--- src/rtl/hs_xfer_pkg.sv ---
package hs_xfer_pkg;

   // Handshake events decoded from one clock of the host lines.
   typedef struct packed {
      logic active;      // transfer in progress this clock
      logic changed;     // pair differs from last clock while active
      logic idle_flip;   // ack moved while idle in both clocks
      logic ending;      // in-progress line released this clock
   } hs_event_t;

endpackage

--- src/rtl/hs_xfer_edge.sv ---
module hs_xfer_edge
   import hs_xfer_pkg::*;
(
   input  logic      clk,
   input  logic      rst_n,
   input  logic      tip_n,
   input  logic      tack_n,
   output hs_event_t ev
);

   logic tip_q;
   logic tack_q;

   always_ff @(posedge clk or negedge rst_n) begin
      if (!rst_n) begin
         tip_q  <= 1'b1;
         tack_q <= 1'b1;
      end else begin
         tip_q  <= tip_n;
         tack_q <= tack_n;
      end
   end

   always_comb begin
      ev.active    = !tip_n;
      ev.changed   = !tip_n && ({tip_n, tack_n} != {tip_q, tack_q});
      ev.idle_flip = tip_n && tip_q && (tack_n != tack_q);
      ev.ending    = tip_n && !tip_q;
   end

endmodule

--- src/rtl/hs_xfer_collect.sv ---
module hs_xfer_collect #(
   parameter int DW    = 8,
   parameter int DEPTH = 16,
   localparam int CW   = $clog2(DEPTH + 1)
) (
   input  logic                clk,
   input  logic                rst_n,
   input  logic                capture,
   input  logic [DW-1:0]       sr_in,
   input  logic                close,
   output logic                stored,
   output logic [CW-1:0]       cnt,
   output logic                pkt_valid,
   output logic [CW-1:0]       pkt_len,
   output logic [DEPTH*DW-1:0] pkt_data
);

   logic accept;
   assign accept = capture && (cnt < CW'(DEPTH));
   assign stored = accept;

   for (genvar i = 0; i < DEPTH; i++) begin : g_slot
      logic [DW-1:0] slot_q;
      always_ff @(posedge clk or negedge rst_n) begin
         if (!rst_n)
            slot_q <= '0;
         else if (accept && (cnt == CW'(i)))
            slot_q <= sr_in;
      end
      assign pkt_data[i*DW +: DW] = slot_q;
   end

   always_ff @(posedge clk or negedge rst_n) begin
      if (!rst_n) begin
         cnt       <= '0;
         pkt_valid <= 1'b0;
         pkt_len   <= '0;
      end else begin
         pkt_valid <= close && (cnt != '0);
         if (close) begin
            pkt_len <= cnt;
            cnt     <= '0;
         end else if (accept) begin
            cnt <= cnt + 1'b1;
         end
      end
   end

endmodule

--- src/rtl/hs_xfer_feed.sv ---
module hs_xfer_feed #(
   parameter int DW    = 8,
   parameter int DEPTH = 16,
   localparam int CW   = $clog2(DEPTH + 1),
   localparam int IW   = $clog2(DEPTH)
) (
   input  logic                clk,
   input  logic                rst_n,
   input  logic                load,
   input  logic [CW-1:0]       load_len,
   input  logic [DEPTH*DW-1:0] load_data,
   input  logic                advance,
   output logic [DW-1:0]       rd_byte,
   output logic                moved,
   output logic                last,
   output logic                pending
);

   logic [DW-1:0] rbuf [DEPTH];
   logic [CW-1:0] len_q;
   logic [CW-1:0] idx_q;
   logic [CW-1:0] eff_len;
   logic [CW-1:0] idx_nx;

   assign eff_len = (load_len > CW'(DEPTH)) ? CW'(DEPTH) : load_len;
   assign pending = idx_q < len_q;
   assign moved   = advance && !load && pending;
   assign idx_nx  = idx_q + 1'b1;
   assign last    = moved && (idx_nx == len_q);

   for (genvar i = 0; i < DEPTH; i++) begin : g_rslot
      always_ff @(posedge clk or negedge rst_n) begin
         if (!rst_n)
            rbuf[i] <= '0;
         else if (load)
            rbuf[i] <= load_data[i*DW +: DW];
      end
   end

   always_ff @(posedge clk or negedge rst_n) begin
      if (!rst_n) begin
         len_q   <= '0;
         idx_q   <= '0;
         rd_byte <= '0;
      end else if (load) begin
         len_q <= eff_len;
         idx_q <= '0;
      end else if (moved) begin
         rd_byte <= rbuf[idx_q[IW-1:0]];
         idx_q   <= idx_nx;
      end
   end

endmodule

--- src/rtl/hs_xfer_engine.sv ---
module hs_xfer_engine
   import hs_xfer_pkg::*;
#(
   parameter int DW            = 8,
   parameter int DEPTH         = 16,
   parameter bit FLAG_SET_WINS = 1'b1,
   localparam int CW           = $clog2(DEPTH + 1)
) (
   input  logic                clk,
   input  logic                rst_n,
   input  logic                tip_n,
   input  logic                tack_n,
   input  logic                host_to_ctrl,
   input  logic [DW-1:0]       sr_in,
   output logic [DW-1:0]       sr_out,
   output logic                req_n,
   output logic                sr_flag,
   input  logic                flag_clr,
   output logic                pkt_valid,
   output logic [CW-1:0]       pkt_len,
   output logic [DEPTH*DW-1:0] pkt_data,
   input  logic                rpl_load,
   input  logic [CW-1:0]       rpl_len,
   input  logic [DEPTH*DW-1:0] rpl_data
);

   if (DEPTH < 2) begin : g_bad_depth
      $error("hs_xfer_engine: DEPTH must be at least 2");
   end
   if (DW < 1) begin : g_bad_width
      $error("hs_xfer_engine: DW must be at least 1");
   end

   hs_event_t     ev;
   logic          out_stored;
   logic [CW-1:0] out_cnt;
   logic          in_moved;
   logic          in_last;
   logic          in_pending;
   logic          flag_set;

   hs_xfer_edge u_edge (
      .clk    (clk),
      .rst_n  (rst_n),
      .tip_n  (tip_n),
      .tack_n (tack_n),
      .ev     (ev)
   );

   hs_xfer_collect #(.DW(DW), .DEPTH(DEPTH)) u_collect (
      .clk       (clk),
      .rst_n     (rst_n),
      .capture   (ev.changed && host_to_ctrl),
      .sr_in     (sr_in),
      .close     (ev.ending),
      .stored    (out_stored),
      .cnt       (out_cnt),
      .pkt_valid (pkt_valid),
      .pkt_len   (pkt_len),
      .pkt_data  (pkt_data)
   );

   hs_xfer_feed #(.DW(DW), .DEPTH(DEPTH)) u_feed (
      .clk       (clk),
      .rst_n     (rst_n),
      .load      (rpl_load),
      .load_len  (rpl_len),
      .load_data (rpl_data),
      .advance   (ev.changed && !host_to_ctrl),
      .rd_byte   (sr_out),
      .moved     (in_moved),
      .last      (in_last),
      .pending   (in_pending)
   );

   // Request line: new reply, last byte out, idle follow, end-of-transfer.
   always_ff @(posedge clk or negedge rst_n) begin
      if (!rst_n)
         req_n <= 1'b1;
      else if (rpl_load && !ev.active && (rpl_len != '0))
         req_n <= 1'b0;
      else if (in_last)
         req_n <= 1'b1;
      else if (ev.idle_flip)
         req_n <= !req_n;
      else if (ev.ending && in_pending)
         req_n <= 1'b0;
   end

   assign flag_set = ev.ending || out_stored || in_moved;

   if (FLAG_SET_WINS) begin : g_flag_set_first
      always_ff @(posedge clk or negedge rst_n) begin
         if (!rst_n)        sr_flag <= 1'b0;
         else if (flag_set) sr_flag <= 1'b1;
         else if (flag_clr) sr_flag <= 1'b0;
      end
   end else begin : g_flag_clr_first
      always_ff @(posedge clk or negedge rst_n) begin
         if (!rst_n)        sr_flag <= 1'b0;
         else if (flag_clr) sr_flag <= 1'b0;
         else if (flag_set) sr_flag <= 1'b1;
      end
   end

endmodule

--- config.mk ---
export PLATFORM = sky130hd
export DESIGN_NAME = hs_xfer_engine
export DESIGN_NICKNAME = d
export VERILOG_FILES = /design/src/rtl/hs_xfer_pkg.sv /design/src/rtl/hs_xfer_edge.sv /design/src/rtl/hs_xfer_collect.sv /design/src/rtl/hs_xfer_feed.sv /design/src/rtl/hs_xfer_engine.sv
export SDC_FILE = /design/constraint.sdc
export NUM_CORES = 1
export LEC_CHECK = 0
export ABC_CLOCK_PERIOD_IN_PS = 3100
export BUFFER_PORTS_ARGS = -buffer_cell sky130_fd_sc_hd__buf_2
export CORE_MARGIN = 1.5
export CORE_UTILIZATION = 40
export DETAILED_ROUTE_END_ITERATION = 10
export PLACE_DENSITY = 0.64
export SLEW_MARGIN = 20
export SYNTH_ARGS = -nofsm -noshare
export SYNTH_HDL_FRONTEND = slang
export SYNTH_SLANG_ARGS = --single-unit
--- constraint.sdc ---
create_clock -name clk -period 3.1 [get_ports clk]
set_input_delay 0.31 -clock clk [delete_from_list [all_inputs] [get_ports clk]]
set_output_delay 0.31 -clock clk [all_outputs]
set_load 0.02 [all_outputs]
# Yosys cells after proc, flatten, opt, wreduce, memory -nomap -nowiden
# Index checks and enable logic that the tools add are counted.
word_totals:
  wordCells: 127
  register_bits: 289
  out_inout_bits: 144
  in_bits: 148
classes:
  addsub: 2
  n_mux: 14
  eq_ne: 18
  bitwise: 2
  magnitude_cmp: 4
  reduce_logical: 45
op_table:
  columns: ["op", "count"]
  rows:
  - ["5-bit by 4-bit == test with 1-bit output, second input constant", 8]
  - ["8-bit binary-select mux with 4-bit select", 1]
  - ["1-bit logical AND", 30]
  - ["5-bit 2-to-1 mux", 5]
  - ["5-bit by 3-bit == test with 1-bit output, second input constant", 4]
  - ["8-bit 2-to-1 mux", 2]
  - ["5-bit by 1-bit adder with 5-bit output, second input constant", 2]
  - ["5-bit by 2-bit == test with 1-bit output, second input constant", 2]
  - ["5-bit nonzero test", 2]
  - ["1-bit 2-to-1 mux", 6]
  - ["2-bit nonzero test", 3]
  - ["5-bit by 1-bit == test with 1-bit output, second input constant", 1]
  - ["5-bit == test", 1]
  - ["5-bit >= comparator, second input constant", 1]
  - ["5-bit > comparator, second input constant", 1]
  - ["1-bit logical NOT", 5]
  - ["5-bit logical NOT", 1]
  - ["5-bit less-than comparator", 1]
  - ["5-bit less-than comparator, second input constant", 1]
  - ["4-bit NOT with 5-bit output", 1]
  - ["4-bit nonzero test", 1]
  - ["1-bit logical OR", 2]
  - ["2-bit != test", 1]
  - ["2-bit AND reduction", 1]
  - ["other kinds (2)", 2]

# Longest topological paths before layout
# Gate-level depths: netlist of run 1.
logic_depth:
  depth_word: 8
  depth_mapped: 10
  ltp_nobuf: 7

# Modules after synthesis
# Synthesis of run 1 repeated with hierarchy kept, for this count alone.
hier_totals:
  cells_unflattened: 806
  area_unflattened_um2: 12443.2
by_module_without_submodules:
  columns: ["module", "instances", "cells_per_inst", "seq_area_each_um2", "area_each_um2"]
  rows:
  - ["hs_xfer_feed", 1, 440, 3653.5, 6718.9]
  - ["hs_xfer_collect", 1, 341, 3478.3, 5492.8]
  - ["hs_xfer_engine", 1, 15, 51.3, 120.1]
  - ["hs_xfer_edge", 1, 10, 52.6, 111.4]

# Worst setup path before layout of run 1
# Ideal clock, no wire load.
synth_path:
  path_kind: "reg2reg"
  start: "register u_edge.tip_q"
  end: "register u_collect.g_slot[15].slot_q[0]"
  period_less_slack_ps: 2253
  path_stages_with_launch: 8
  path_slack_ps: 847
  required_ps: 2975
  path_buffers: 2
  t_arrival_ps: 2128
  path_cell_list: "dfstp_2 inv_1 ha_1 a2111oi_4 buf_4 and2_1 buf_4 mux2_2"
synth_between:
  elab_chain_cells: 5
synth_lines:
  columns: ["element", "line", "source"]
  rows:
  - ["start: declaration", "hs_xfer_edge.sv:11", "logic tip_q;"]
  - ["start signal: assignment", "hs_xfer_edge.sv:19", "tip_q <= tip_n;"]
  - ["2-bit != test", "hs_xfer_edge.sv:26", "ev.changed = !tip_n && ({tip_n, tack_n} != {tip_q, tack_q});"]
  - ["1-bit logical AND", "hs_xfer_edge.sv:26", null]
  - ["1-bit logical AND", "hs_xfer_engine.sv:53", ".capture (ev.changed && host_to_ctrl),"]
  - ["1-bit logical AND", "hs_xfer_collect.sv:19", "assign accept = capture && (cnt < CW'(DEPTH));"]
  - ["1-bit logical AND", "hs_xfer_collect.sv:27", "else if (accept && (cnt == CW'(i)))"]
  - ["end signal: assignment", "hs_xfer_collect.sv:28", "slot_q <= sr_in;"]
  - ["end: declaration", "hs_xfer_collect.sv:23", "logic [DW-1:0] slot_q;"]
# Every way passes these cells.
# A chain may end at the register's enable or synchronous reset.

# Worst setup path after layout of run 1
layout_path:
  start: "register u_edge.tip_q"
  end: "register u_collect.g_slot[7].slot_q[4]"
layout_between:
  elab_chain_cells: 5
layout_lines:
  columns: ["element", "line"]
  rows:
  - ["2-bit != test", "hs_xfer_edge.sv:26"]
  - ["1-bit logical AND", "hs_xfer_edge.sv:26"]
  - ["1-bit logical AND", "hs_xfer_engine.sv:53"]
  - ["1-bit logical AND", "hs_xfer_collect.sv:19"]
  - ["1-bit logical AND", "hs_xfer_collect.sv:27"]
  - ["end signal: assignment", "hs_xfer_collect.sv:28"]
  - ["end: declaration", "hs_xfer_collect.sv:23"]
# Every way passes these cells.

==> results.cfg, run 1 <==
[run_status]
result_of_the_run = completed

[placed_design]
place_inst = 1452
dpl_worst_slack_ps = 500
gpl.final_weighted_congestion = 0.755
numPortBuffers = 291
dp_hpwl_um = 20600

[logic_synthesis]
muxShareOfSynthArea_pct = 31.2
synth_simple_gate_area_share_pct = 3.77
synth_fp_nets = 965
netlist_area_um2 = 12300
netlist.top_cell.by_area = dfrtp_1
synth.yosys.seq_area_share_pct = 58.7
yosysTopAreaCellShare_pct = 58.1
synth_compound_gate_area_share_pct = 2.18
ys_warn_count = 0
postSynthAreaPerCell_um2 = 15.3
synth-main-ff-cell = dfrtp_1
synth_top_family_by_area = multiplexers
synthTopCellsByArea = dfrtp_1, mux2_2, mux4_2
synth_register_bits = 289
synth-adder-area-share_pct = 1.32
post_synth_xor_area_fraction_pct = 0.639
synthCells = 804
yosys.cell_types.count = 41
synth_async_sr_flop_share_pct = 100
synth_edf_count = 0

[die]
ios = 292
core_um2 = 30400
fp.dieH_um = 179
starting_density_of_the_core_pct = 40.5
placement_rows = 64
die_x_um = 179
dieArea_um2 = 31900

[sta]
report.final.hold_viol_count = 0
finalClockSkew_ps = 13.0
timing_max_transition_violations_final = 0
max_freq_ghz = 0.386
finalCriticalPeriod_ps = 2590
final_critical_path_setup_slack_ps = 507
max-slew-margin-rel_pct = 38.8
worstMarginPinSlew_ps = 918
final.period_utilization_pct = 83.6
rsz0062_at_grt = false
setup_viol = 0
setup_total_negative_slack_ps = 0

[drt]
drt-initial-drc-count = 286
post-route-drc-count = 0
via_per_inst = 5.00
dr_total_vias = 8202
final_routed_wirelength_um = 31000
drt.antenna.violating_nets = 0
detail_route.wl_per_cell_um = 18.9
drt_first_pass_iters = 4

[clock_network]
cts_num_sinks = 289
cts_hold_repair.buffers = 132
cts_tree = built
buffer_type_at_the_clock_tree_root = clkbuf_16
post_cts_buffers = 0
clock_latency_ps = 550
cts_buffers = 31
cts_max_path_buffers = 3
postCtsResizedCells = 0
clk_transition_reported_paths_ps = 60
ctsHtreeMaxLevel = 1

[final_layout]
total_number_of_nets_in_the_final_design = 1382
drive_above_1_share_pct = 51.1
area_growth_pct = 33.9
final.fill_count = 2568
final_cell_mix = buf_2, dfrtp_1, mux2_2, dlygate4sd3_1
antennaDiodeCount = 0
post_layout_nonfiller_instances = 1640
post-route-util_pct = 54.2
layout_commonest_cell = buf_2

[grt]
gr_overflow_total = 0
antenna_violations_before_repair = 0
grt_pass1_vias = 8530
grt_pass1_wl_um = 48300
maximum_number_of_pins_on_one_net_before_global_route_repair = 145
grtUsageTotal_pct = 19.5

[pwr]
vdd_drop_max_uv = 395
power_density_nw_per_um2 = 592
leakagePower_nw = 8.09

[critical_path]
worst_ep_required_time_ps = 3530
critical_path.endpoint_type = flip-flop
crit_path_max_fanout = 18
critical_path_arrival_ps = 3020
start_kind = flip-flop
worstSetupPathType = reg -> reg

[run]
maxCapViolCount = 0

[hold_path]
timing.hold.worst.class = in -> reg
==> synthesized netlist by cell type (2+ instances only) <==
cell type	count
xor2_1	3
ha_1	13
mux4_2	32
nor3_1	2
dfstp_2	3
nand3_1	3
nand4_4	3
nor2_1	7
o21ai_0	26
nand2_1	21
nor2b_1	5
buf_1	10
dfrtp_1	286
xnor2_1	6
and3_1	11
or4_1	2
nand3b_1	7
inv_1	14
mux2i_1	9
buf_4	3
clkbuf_1	25
a21o_1	3
a21oi_1	8
or3_1	2
mux2_1	32
nand2_4	4
mux2_2	237
buf_2	14
==> layout make-up <==
class | count | area (um^2) | share of cell area (%)
multi-input cells | 449 | 4810 | 29.2
flip-flops and latches | 289 | 7240 | 43.9
clock buffers | 44 | 885 | 5.36
clock inverters | 12 | 91.3 | 0.553
inverters | 14 | 52.6 | 0.318
repair buffers | 436 | 2930 | 17.7
well taps | 396 | 495 | 3.00
==> worst max-delay path, stage by stage (launching register included) <==
cell and delay [ps]:
dfstp_2 530, inv_1 40, ha_1 320, a2111oi_4 290, buf_4 310, and3b_1 470
nand2_4 160, mux2_1 340
==> per-stage QoR <==
stage / instance area, um^2 / total power [mW] / hold slack, ps
final: 16500 / 9.78 / 26.8
after global routing: 16500 / 10.3 / 15.4
after CTS: 16500 / 9.91 / 2.00
after detailed placement: 14200 / 6.20 / 310
after global placement: 14200 / 6.16 / 309
after floorplan: 12300 / 5.51 / 14.4
==> layer usage <==
layer	wire [um]	vias up	global-route usage, %	part of all wire, %
li1	-	3737	-	-
met1	13700	4182	26.1	44
met2	14900	247	32.9	48
met3	1840	36	4.11	6.0
met4	473	0	3.54	1.5
met5	0	-	0	0
==> flip-flops by register name, summed over array words and instances (netlist names) <==
register and count:
req_n 1, sr_flag 1, u_collect.cnt 5, u_collect.g_slot.slot_q 128
u_collect.pkt_len 5, u_collect.pkt_valid 1, u_edge.tack_q 1, u_edge.tip_q 1
u_feed.idx_q 5, u_feed.len_q 5, u_feed.rbuf 128, u_feed.rd_byte 8
==> path summary, 6_finish.rpt <==
kind	from	to	slack (ps)	depth (start not counted)
min in group asynchronous	rst_n	u_feed.rbuf[76]	320	2
min reg2reg	u_feed.rd_byte[4]	u_feed.rd_byte[4]	470	2
max	u_edge.tip_q	u_collect.g_slot[7].slot_q[4]	510	7
max in group asynchronous	rst_n	u_feed.rbuf[38]	1920	3
min	rpl_data[20]	u_feed.rbuf[108]	30	2
max reg2reg	u_edge.tip_q	u_collect.g_slot[7].slot_q[4]	510	7
==> power by group <==
group	internal, mW	switching [mW]
logic	0.859	0.933
clock network	2.05	1.47
registers	4.22	0.241
==> logic make-up (layout without fill, tap and decap cells) <==
logic type	Yosys count	count (layout)
xor gates and xnor gates	9	9
buffers and inverters	66	506
DFF	289	289
muxes	310	310
AOI/OAI and AO/OA	44	44
adders and majority gates	13	13
and+or+nand+nor	73	73
Note: power is estimated with default switching activity, not from simulation.
==> run 2, diff against run 1 <==
--- a/config.mk
+++ b/config.mk
@@ -5,7 +5,7 @@
 export SDC_FILE = /design/constraint.sdc
 export NUM_CORES = 1
 export LEC_CHECK = 0
-export ABC_CLOCK_PERIOD_IN_PS = 3100
+export ABC_CLOCK_PERIOD_IN_PS = 2600
 export BUFFER_PORTS_ARGS = -buffer_cell sky130_fd_sc_hd__buf_2
 export CORE_MARGIN = 1.5
 export CORE_UTILIZATION = 40
==> constraint.sdc (replaced) <==
create_clock -name clk -period 2.6 [get_ports clk]
set_input_delay 0.26 -clock clk [delete_from_list [all_inputs] [get_ports clk]]
set_output_delay 0.26 -clock clk [all_outputs]
set_load 0.02 [all_outputs]
==> run 2 against run 1 <==
- critical path type unchanged
- core utilization rose by 0.56 points
- sequential power rose by 20%
- non-clock buffer count rose by 11
- global-route usage rose by 0.35 points
- critical path depth rose by 1
- highest routed layer unchanged
- design area rose by 1.0%
- combinational power rose by 22%
- maximum frequency rose by 7.2%
- wire length rose by 1.5%
==> results.cfg, run 2 (synthesis gave the netlist of run 1 again) <==
[run_status]
result_of_the_run = completed

[grt]
grt_pass1_vias = 8806
antenna_violations_before_repair = 0
gr_overflow_total = 0
maximum_number_of_pins_on_one_net_before_global_route_repair = 145
grtUsageTotal_pct = 19.9
grt_pass1_wl_um = 49500

[pwr]
power_density_nw_per_um2 = 715
p_total_mw = 11.9
leakagePower_nw = 8.16
vdd_drop_max_uv = 443

[sta]
finalCriticalPeriod_ps = 2420
finalClockSkew_ps = 10.4
max-slew-margin-rel_pct = 45.9
setup_viol = 0
report.final.hold_viol_count = 0
setup_total_negative_slack_ps = 0
timing_max_transition_violations_final = 0
rsz0062_at_grt = false
worstMarginPinSlew_ps = 811
max_freq_ghz = 0.414
final.period_utilization_pct = 93.0
final_critical_path_setup_slack_ps = 182

[clock_network]
cts_hold_repair.buffers = 136
post_cts_buffers = 0
clk_transition_reported_paths_ps = 60
postCtsResizedCells = 0
cts_tree = built
cts_buffers = 30
ctsHtreeMaxLevel = 1
buffer_type_at_the_clock_tree_root = clkbuf_16
clock_latency_ps = 550
cts_num_sinks = 289
cts_max_path_buffers = 3

[drt]
post-route-drc-count = 0
drt.antenna.violating_nets = 0
final_routed_wirelength_um = 31400
drt-initial-drc-count = 324
detail_route.wl_per_cell_um = 19.1
drt_first_pass_iters = 4
dr_total_vias = 8270
via_per_inst = 5.02

[die]
placement_rows = 64
fp.dieH_um = 179
ios = 292
dieArea_um2 = 31900
die_x_um = 179
core_um2 = 30400
starting_density_of_the_core_pct = 40.5

[placed_design]
numPortBuffers = 291
gpl.final_weighted_congestion = 0.759
dpl_worst_slack_ps = 180
dp_hpwl_um = 21100

[critical_path]
critical_path.cell_chain = inv_1 > ha_1 > a2111oi_4 > buf_12 > and3b_1 > buf_4 > nand2_4 > mux2_1
path_buf_inv = 3
start_kind = flip-flop
worst_ep_required_time_ps = 3020
r2r_slack_ps = 180
critical_path.reg2reg.endpoint = u_collect.g_slot[7].slot_q[3]
critical_path_arrival_ps = 2840
worstSetupPathType = reg -> reg
worst_r2r_src = u_edge.tip_q
crit_path_max_fanout = 18
timing.reg2reg.worst_path_depth = 8
crit_slowest_cell = dfstp_2
critical_path.endpoint_type = flip-flop
cp_slowest_stage_delay_ps = 530
top_cell_family_by_delay_on_the_critical_path = flip-flops

[final_layout]
drive_above_1_share_pct = 51.0
post-route-util_pct = 54.8
area_growth_pct = 35.3
total_number_of_nets_in_the_final_design = 1392
final_cell_mix = buf_2, dfrtp_1, mux2_2, dlygate4sd3_1
layout_commonest_cell = buf_2
reg_top3 = u_collect.g_slot.slot_q x128, u_feed.rbuf x128, u_feed.rd_byte x8
antennaDiodeCount = 0

[hold_path]
hp-start = host_to_ctrl
timing.hold.worst.class = in -> reg
hold-path-endpoint = u_collect.cnt[4]
timing.hold.worst_path_depth = 3

[run]
maxCapViolCount = 0
run 2: power breakdown:
group	leakage, nW	internal, mW	switching [mW]
registers	3.67	5.03	0.297
logic	4.00	1.04	1.14
clock network	0.496	2.66	1.75
run 2: cell type report:
type                       instances  area, um^2
fill                            2504       13800
sequential                       289        7240
multi-input combinational        449        4810
timing repair buffer             447        3060
clock buffer                      46         902
tap                              396         495
clock inverter                     7         113
inverter                          14        52.6
run 2: through the flow:
stage / hold slack, ps / std cells / instance area [um^2]
floorplan: -35.6 / 804 / 12300
global placement: 293 / 1459 / 14300
detailed placement: 293 / 1459 / 14300
CTS: 4.21 / 1648 / 16700
global route: 18.5 / 1648 / 16700
finish: 30.9 / 1648 / 16700
run 2: per-layer routing:
metal / up-vias / routed length (um) / GRT usage [%]
met3: 48 / 1850 / 4.13
met2: 250 / 15400 / 33.9
met5: - / 0 / 0
li1: 3757 / - / -
met4: 0 / 767 / 4.79
met1: 4215 / 13400 / 25.8
run 2: how the worst max path moves through the flow:
stage,slack (ps),end,depth (start not counted),start
after floorplan,350,u_collect.g_slot[15].slot_q[0],7,u_edge.tip_q
after global placement,240,u_collect.g_slot[7].slot_q[6],8,u_edge.tip_q
after detailed placement,180,u_collect.g_slot[7].slot_q[5],8,u_edge.tip_q
after CTS,160,u_collect.g_slot[7].slot_q[5],8,u_edge.tip_q
after global routing,90,u_collect.g_slot[7].slot_q[3],8,u_edge.tip_q
final,180,u_collect.g_slot[7].slot_q[3],8,u_edge.tip_q
run 2: worst reg2reg max path: stages (launching register included):
cell and delay, ps:
dfstp_2 530, inv_1 40, ha_1 330, a2111oi_4 360, buf_12 210, and3b_1 180, buf_4 180, nand2_4 120
mux2_1 350
==> run 3, diff against run 2 <==
==> constraint.sdc (replaced) <==
create_clock -name clk -period 2.6 [get_ports clk]
set_input_delay 0.39 -clock clk [delete_from_list [all_inputs] [get_ports clk]]
set_output_delay 0.39 -clock clk [all_outputs]
set_load 0.02 [all_outputs]
==> run 3 against run 2 <==
- first-iteration DRC count grew 0.62%
- count of clock-buffer cells in the layout grew 4
- sequential power is essentially flat
- critical path depth shrank 2
- combinational power shrank 7%
- die area is the same
- register-to-register slack is essentially flat
- design area shrank 7.5%
- clock power grew 4.8%
- worst hold slack gained 87 ps
- core utilization shrank 4.1 points
- critical path type unchanged
==> results.cfg, run 3 (synthesis gave the netlist of run 1 again) <==
[run]
maxCapViolCount = 0

[pwr]
leakagePower_nw = 7.64
vdd_drop_max_uv = 504
p_total_mw = 12.0
power_density_nw_per_um2 = 775

[critical_path]
start_kind = flip-flop
path_buf_inv = 2
critical_path.endpoint_type = flip-flop
critical_path_arrival_ps = 2780
r2r_slack_ps = 200
crit_slowest_cell = dfstp_2
worstSetupPathType = reg -> reg
timing.reg2reg.worst_path_depth = 6
cp_slowest_stage_delay_ps = 530
worst_ep_required_time_ps = 2980
critical_path.cell_chain = inv_1 > ha_1 > a2111oi_4 > buf_12 > and3_1 > mux2_2
crit_path_max_fanout = 18
top_cell_family_by_delay_on_the_critical_path = flip-flops
critical_path.reg2reg.endpoint = u_collect.g_slot[11].slot_q[3]
worst_r2r_src = u_edge.tip_q

[sta]
max_freq_ghz = 0.416
final.period_utilization_pct = 92.5
setup_total_negative_slack_ps = 0
final_critical_path_setup_slack_ps = 196
rsz0062_at_grt = false
worstMarginPinSlew_ps = 892
setup_viol = 0
report.final.hold_viol_count = 0
finalClockSkew_ps = 9.64
finalCriticalPeriod_ps = 2400
timing_max_transition_violations_final = 0
max-slew-margin-rel_pct = 40.5

[run_status]
result_of_the_run = completed

[hold_path]
timing.hold.worst.class = in -> reg
hp-start = rpl_data[75]
hold-path-endpoint = u_feed.rbuf[51]
timing.hold.worst_path_depth = 2

[clock_network]
cts_buffers = 34
cts_hold_repair.buffers = 2
buffer_type_at_the_clock_tree_root = clkbuf_16
ctsHtreeMaxLevel = 2
post_cts_buffers = 0
cts_max_path_buffers = 3
postCtsResizedCells = 0
cts_tree = built
clk_transition_reported_paths_ps = 60
clock_latency_ps = 500
cts_num_sinks = 289

[final_layout]
postLayoutCellArea_um2 = 15400
final_cell_mix = buf_2, dfrtp_1, mux2_2, clkbuf_16
layout_commonest_cell = buf_2
drive_above_1_share_pct = 57.2
area_growth_pct = 25.1
reg_top3 = u_collect.g_slot.slot_q x128, u_feed.rbuf x128, u_feed.rd_byte x8
total_number_of_nets_in_the_final_design = 1264
post-route-util_pct = 50.7

[drt]
detail_route.wl_per_cell_um = 19.6
final_routed_wirelength_um = 29900
dr_total_vias = 7758
post-route-drc-count = 0
drt_first_pass_iters = 4
drt.antenna.violating_nets = 0
via_per_inst = 5.09
drt-initial-drc-count = 326

[grt]
antenna_violations_before_repair = 5
gr_overflow_total = 0
grt_pass1_vias = 8137
grtUsageTotal_pct = 19.0
grt_pass1_wl_um = 46800
maximum_number_of_pins_on_one_net_before_global_route_repair = 80

[die]
starting_density_of_the_core_pct = 40.5
ios = 292
dieArea_um2 = 31900
die_x_um = 179
placement_rows = 64
fp.dieH_um = 179
core_um2 = 30400

[placed_design]
dpl_worst_slack_ps = 196
numPortBuffers = 291
detailed_place.area_um2 = 14300
dp_hpwl_um = 21000
gpl.final_weighted_congestion = 0.754
==> run 3: how the worst max path moves through the flow <==
stage	slack [ps]	from	cells after the start	endpoint
2_1_floorplan	350	u_edge.tip_q	7	u_collect.g_slot[15].slot_q[0]
3_3_place_gp	240	u_edge.tip_q	6	u_collect.g_slot[11].slot_q[2]
3_5_place_dp	200	u_edge.tip_q	6	u_collect.g_slot[11].slot_q[3]
4_1_cts	190	u_edge.tip_q	6	u_collect.g_slot[11].slot_q[3]
5_1_grt	100	u_edge.tip_q	8	u_collect.g_slot[6].slot_q[3]
6_report	200	u_edge.tip_q	6	u_collect.g_slot[11].slot_q[3]
==> run 3: worst reg2reg max path, cell delays in order (launching register included) <==
cell	delay [ps]
dfstp_2	530
inv_1	40
ha_1	330
a2111oi_4	370
buf_12	210
and3_1	420
mux2_2	390
==> run 3: metrics by stage <==
| stage | instances | hold slack [ps] |
|---|---|---|
| global route | 1522 | 103 |
| finish | 1523 | 118 |
| detailed placement | 1461 | 323 |
| CTS | 1522 | 98.1 |
| global placement | 1461 | 317 |
| floorplan | 804 | 94.4 |
==> run 3: layer usage <==
metal | global-route usage [%] | part of all wire [%]
met5 | 0 | 0.23
met3 | 5.48 | 7.7
met2 | 30.6 | 46
met4 | 4.27 | 1.7
met1 | 25.3 | 44
==> run 3: report_power, final <==
part / switching (mW) / internal, mW / leakage (nW) / total [mW]
clock: 1.86 / 2.76 / 0.525 / 4.62
sequential: 0.293 / 5.03 / 3.67 / 5.32
combinational: 1.10 / 0.917 / 3.45 / 2.02
total: 3.25 / 8.70 / 7.64 / 12.0
==> run 3: cell type report <==
class	instances	area, um^2
clock inverters	9	80.1
diodes	1	2.50
clock buffers	50	995
inverters	14	52.6
repair buffers	315	1750
multi-input cells	449	4810
flip-flops and latches	289	7240
well taps	396	495
fillers	2682	15000
